[src/rtl/prot_range_pkg.sv]
package prot_range_pkg;
  localparam int TYPE_W    = 8;
  localparam int VALID_BIT = 11;
  localparam int LOCK_BIT  = 10;
  localparam logic [TYPE_W-1:0] MT_UC = 8'h00;
  localparam logic [TYPE_W-1:0] MT_WB = 8'h06;

  typedef enum logic [1:0] {
    ERR_NONE = 2'd0,
    ERR_TYPE = 2'd1,
    ERR_LOCK = 2'd2
  } cfg_err_e;

  function automatic logic type_legal(input logic [TYPE_W-1:0] t);
    return (t == MT_UC) || (t == MT_WB);
  endfunction
endpackage

[src/rtl/prot_cfg_regs.sv]
module prot_cfg_regs
  import prot_range_pkg::*;
#(
  parameter int ADDR_W   = 40,
  parameter int PG_SHIFT = 12
) (
  input  logic              clk,
  input  logic              rst_n,
  input  logic              we,
  input  logic              sel,
  input  logic [ADDR_W-1:0] wdata,
  output logic [ADDR_W-1:0] base_q,
  output logic [ADDR_W-1:0] mask_q,
  output logic              fault,
  output logic [1:0]        err
);
  localparam logic [ADDR_W-1:0] HI_BITS   = {ADDR_W{1'b1}} << PG_SHIFT;
  localparam logic [ADDR_W-1:0] BASE_KEEP = HI_BITS | ADDR_W'({TYPE_W{1'b1}});
  localparam logic [ADDR_W-1:0] MASK_KEEP = HI_BITS | (ADDR_W'(1) << VALID_BIT)
                                                    | (ADDR_W'(1) << LOCK_BIT);

  logic              locked;
  logic              base_en, mask_en;
  logic [ADDR_W-1:0] base_d, mask_d;
  cfg_err_e          err_c;

  assign locked = mask_q[LOCK_BIT];

  // next-state logic
  always_comb begin
    err_c   = ERR_NONE;
    base_en = 1'b0;
    mask_en = 1'b0;
    base_d  = wdata & BASE_KEEP;
    mask_d  = wdata & MASK_KEEP;
    if (we) begin
      if (locked)                                  err_c = ERR_LOCK;
      else if (!sel && !type_legal(wdata[TYPE_W-1:0])) err_c = ERR_TYPE;
      else if (!sel)                               base_en = 1'b1;
      else                                         mask_en = 1'b1;
    end
  end

  // register process
  always_ff @(posedge clk or negedge rst_n) begin
    if (!rst_n) begin
      base_q <= '0;
      mask_q <= '0;
    end else begin
      if (base_en) base_q <= base_d;
      if (mask_en) mask_q <= mask_d;
    end
  end

  assign fault = (err_c != ERR_NONE);
  assign err   = err_c;


  base_type_legal_chk: assert property (@(posedge clk) disable iff (!rst_n)
    type_legal(base_q[TYPE_W-1:0]));

  bad_type_keeps_base_chk: assert property (@(posedge clk) disable iff (!rst_n)
    (we && !sel && !type_legal(wdata[TYPE_W-1:0])) |=> $stable(base_q));

  locked_hold_chk: assert property (@(posedge clk) disable iff (!rst_n)
    (locked && we) |=> ($stable(base_q) && $stable(mask_q)));

  lock_sticky_chk: assert property (@(posedge clk) disable iff (!rst_n)
    locked |=> locked);
endmodule

[config.mk]
export PLATFORM = sky130hd
export DESIGN_NAME = prot_cfg_regs
export DESIGN_NICKNAME = d
export VERILOG_FILES = /design/src/rtl/prot_range_pkg.sv /design/src/rtl/prot_cfg_regs.sv
export SDC_FILE = /design/constraint.sdc
export NUM_CORES = 1
export LEC_CHECK = 0
export ABC_CLOCK_PERIOD_IN_PS = 1500
export BUFFER_PORTS_ARGS = -buffer_cell sky130_fd_sc_hd__buf_2
export CORE_ASPECT_RATIO = 1.4
export CORE_MARGIN = 5
export CORE_UTILIZATION = 48
export CTS_BUF_LIST = sky130_fd_sc_hd__clkbuf_8
export CTS_CLUSTER_DIAMETER = 60
export DETAILED_ROUTE_END_ITERATION = 7
export MAX_ROUTING_LAYER = met4
export PLACE_DENSITY = 0.82
export SLEW_MARGIN = 20
export SYNTH_ARGS = -nofsm -noshare
export SYNTH_HDL_FRONTEND = slang
export SYNTH_SLANG_ARGS = --single-unit
[constraint.sdc]
create_clock -name clk -period 1.5 [get_ports clk]
set_input_delay 0.075 -clock clk [delete_from_list [all_inputs] [get_ports clk]]
set_output_delay 0.075 -clock clk [all_outputs]
set_load 0.05 [all_outputs]
==> flow_summary.json <==
{
  "cap_violations": 0,
  "pwr-share-clk_pct": 28.6,
  "period_share_pct": 110,
  "portBuffers": 110,
  "avgRoutedWirePerCell_um": 16.0,
  "drtIter0Drc": 41,
  "p_leak_nw": 2.19,
  "final_cell_mix": "buf_2 (108), dfrtp_1 (65), mux2_2 (33)",
  "drive_gt1_share_pct": 60.4,
  "cts_max_level": 3,
  "syn_inst": 170,
  "ys_seq_elements": 66,
  "vias_per_cell": 4.82,
  "switching_share_pct": 37.3,
  "outcome": "finished, violations left",
  "dieHeight_um": 99.5,
  "nFillCells": 384,
  "switchingPower_mw": 2.04,
  "grt_pass1_vias": 2080,
  "ctsRootBufferMaster": "clkbuf_8",
  "layout_commonest_cell": "buf_2",
  "finalSetupViolations": 30,
  "initial_utilization_pct": 49.7,
  "cts_made_buffers": 9,
  "clkSinkCount": 66,
  "dp_hpwl_mm": 4.35,
  "grt_pass1_wl_mm": 10.0,
  "dpl_cell_area_um2": 3430,
  "wirelength_mm": 6.38,
  "io-pin-count": 127,
  "design_area_um2": 3980,
  "synth_area_um2": 2750,
  "worstSetupStartpointType": "flip-flop",
  "holdPathStages": 3,
  "critPathMaxStageDelay_ps": 400,
  "route.detailed.drc": 0,
  "drv_slew": 0,
  "cpMaxStageDelayCell": "dfrtp_2",
  "synth_area_per_cell_um2": 16.2,
  "die_x_um": 73.9,
  "grt_use_total_pct": 19.1,
  "core_um2": 5530,
  "layout_setup_ws_ps": -146,
  "timing_worst_setup_path_type": "reg -> out",
  "synth.distinct_cells": 22,
  "tritoncts": "done",
  "worstPathArrival_ps": 1570,
  "ant_nets": 0,
  "min_period_ps": 1650,
  "max-clock-path-buffers": 2,
  "multi_input_area_um2": 1010,
  "nNetsFinal": 370,
  "dr_total_vias": 1922,
  "register_area_um2": 1650,
  "areaGrowthSynthToFinish_pct": 45.0,
  "critPathMaxFanout": 2,
  "min-delay-path-class": "in -> reg",
  "path_clk_slew_ps": 60,
  "gp_congestion": 0.731,
  "r2r_cells": 5,
  "hold_viol": 0,
  "clock_latency_ps": 330,
  "ir_drop_v": 0.000757,
  "power_mw": 5.46,
  "grt_remaining_overflow": 0,
  "max_freq_mhz": 607,
  "dieArea_um2": 7360,
  "diodes": 0,
  "crit_chain": "or3b_4 > a31oi_4 > or2_4 > buf_8",
  "placementRows": 32,
  "grt_max_degree": 67,
  "utilization_pct": 72.1,
  "internal_power_mw": 3.42,
  "violations": "negative setup slack",
  "antenna_found_initial": 0,
  "seq_power_share_pct": 39.4,
  "critical_path_required_ps": 1420,
  "ys_warn_count": 0,
  "power.density_nw_per_um2": 1370,
  "comb_power_share_pct": 32.1,
  "crit_path_end_kind": "output port",
  "rsz0062_at_grt": "true",
  "fin_skew_ps": 11.9,
  "dr.pass1.iters": 2,
  "synth-seq-area-share_pct": 60.1
}
[Yosys cell counts]
cell type	instances	area share, %
conb_1	1	0.14
and2_1	9	2.0
or3b_2	1	0.32
or2_2	1	0.23
o211ai_1	2	0.55
o31ai_1	2	0.55
nand4_4	1	0.77
nand4_1	1	0.23
buf_4	14	3.8
dfrtp_1	66	60
nor3b_2	1	0.46
a31oi_1	1	0.23
mux2_2	33	14
mux2_4	24	13
inv_1	2	0.27
nand3b_1	1	0.27
a31o_2	1	0.32
xnor2_1	1	0.32
buf_6	3	1.2
nor4_4	1	0.77
nor2_1	1	0.14
buf_2	3	0.55
[timing repair]
action | CTS | global route
resized for setup | 5 | 0
hold endpoints to repair | 123 | 0
hold buffers | 31 | 0
endpoints found under the setup margin | 18 | 36
setup buffers | 1 | 1
[path summary, 6_finish.rpt]
| check | from | to | slack (ps) |
|---|---|---|---|
| worst max register to register | mask_q[10] | base_q[36] | -60 |
| worst min-delay path | wdata[1] | base_q[1] | 40 |
| worst min register to register | base_q[4] | base_q[4] | 490 |
| max in group asynchronous | rst_n | mask_q[10] | 870 |
| min in group asynchronous | rst_n | mask_q[37] | 320 |
| worst max-delay path | mask_q[10] | fault | -150 |
[area by class of cell]
class	instances	area share (%)
multi-input combinational	95	25.3
tap	68	2.14
timing repair buffer	152	25.6
inverter	2	0.189
clock inverter	7	2.17
sequential	66	41.5
clock buffer	9	3.11
[state kept, by name, summed over array words and instances (netlist names)]
signal and cells:
base_q 36, mask_q 30
[power by group through the flow]
stage | registers (mW) | clock network, mW | logic [mW]
2_1_floorplan | 3.09 | 0 | 0.351
3_3_place_gp | 2.17 | 0 | 1.66
3_5_place_dp | 2.18 | 0 | 1.68
4_1_cts | 2.15 | 1.60 | 1.75
5_1_grt | 2.18 | 1.69 | 1.82
6_report | 2.15 | 1.56 | 1.75
[kinds of logic after synthesis]
| family | Yosys count | synth area share [%] |
|---|---|---|
| other cells | 1 | 0.137 |
| mux | 57 | 26.7 |
| xor+xnor | 1 | 0.319 |
| flops | 66 | 60.1 |
| compound gates | 6 | 1.64 |
| buf+inv | 22 | 5.88 |
| simple gates | 17 | 5.24 |
[per-stage QoR]
stage | hold WS, ps | std cells | TNS, ps | setup slack (ps)
floorplan | -221 | 183 | -2070 | -195
global placement | 113 | 350 | 0 | 43.4
detailed placement | 118 | 350 | -3.01 | -2.78
CTS | 29.4 | 398 | -2040 | -168
global route | 44.3 | 399 | -4020 | -203
finish | 44.5 | 399 | -1580 | -146
[worst max-delay path: cells and delay by family, from the launching register on]
kind | cells | cell delay, ps
buf+inv | 1 | 130
flops | 1 | 400
compound gates | 1 | 170
simple gates | 2 | 540
[metal layers]
metal	global-route usage, %	up-vias	part of all wire (%)
met5	-	-	0
met4	12.3	0	4.7
met3	5.06	25	6.2
met2	30.7	85	53
met1	20.2	930	36
li1	-	882	-
Power figures use the tool's default switching activity.
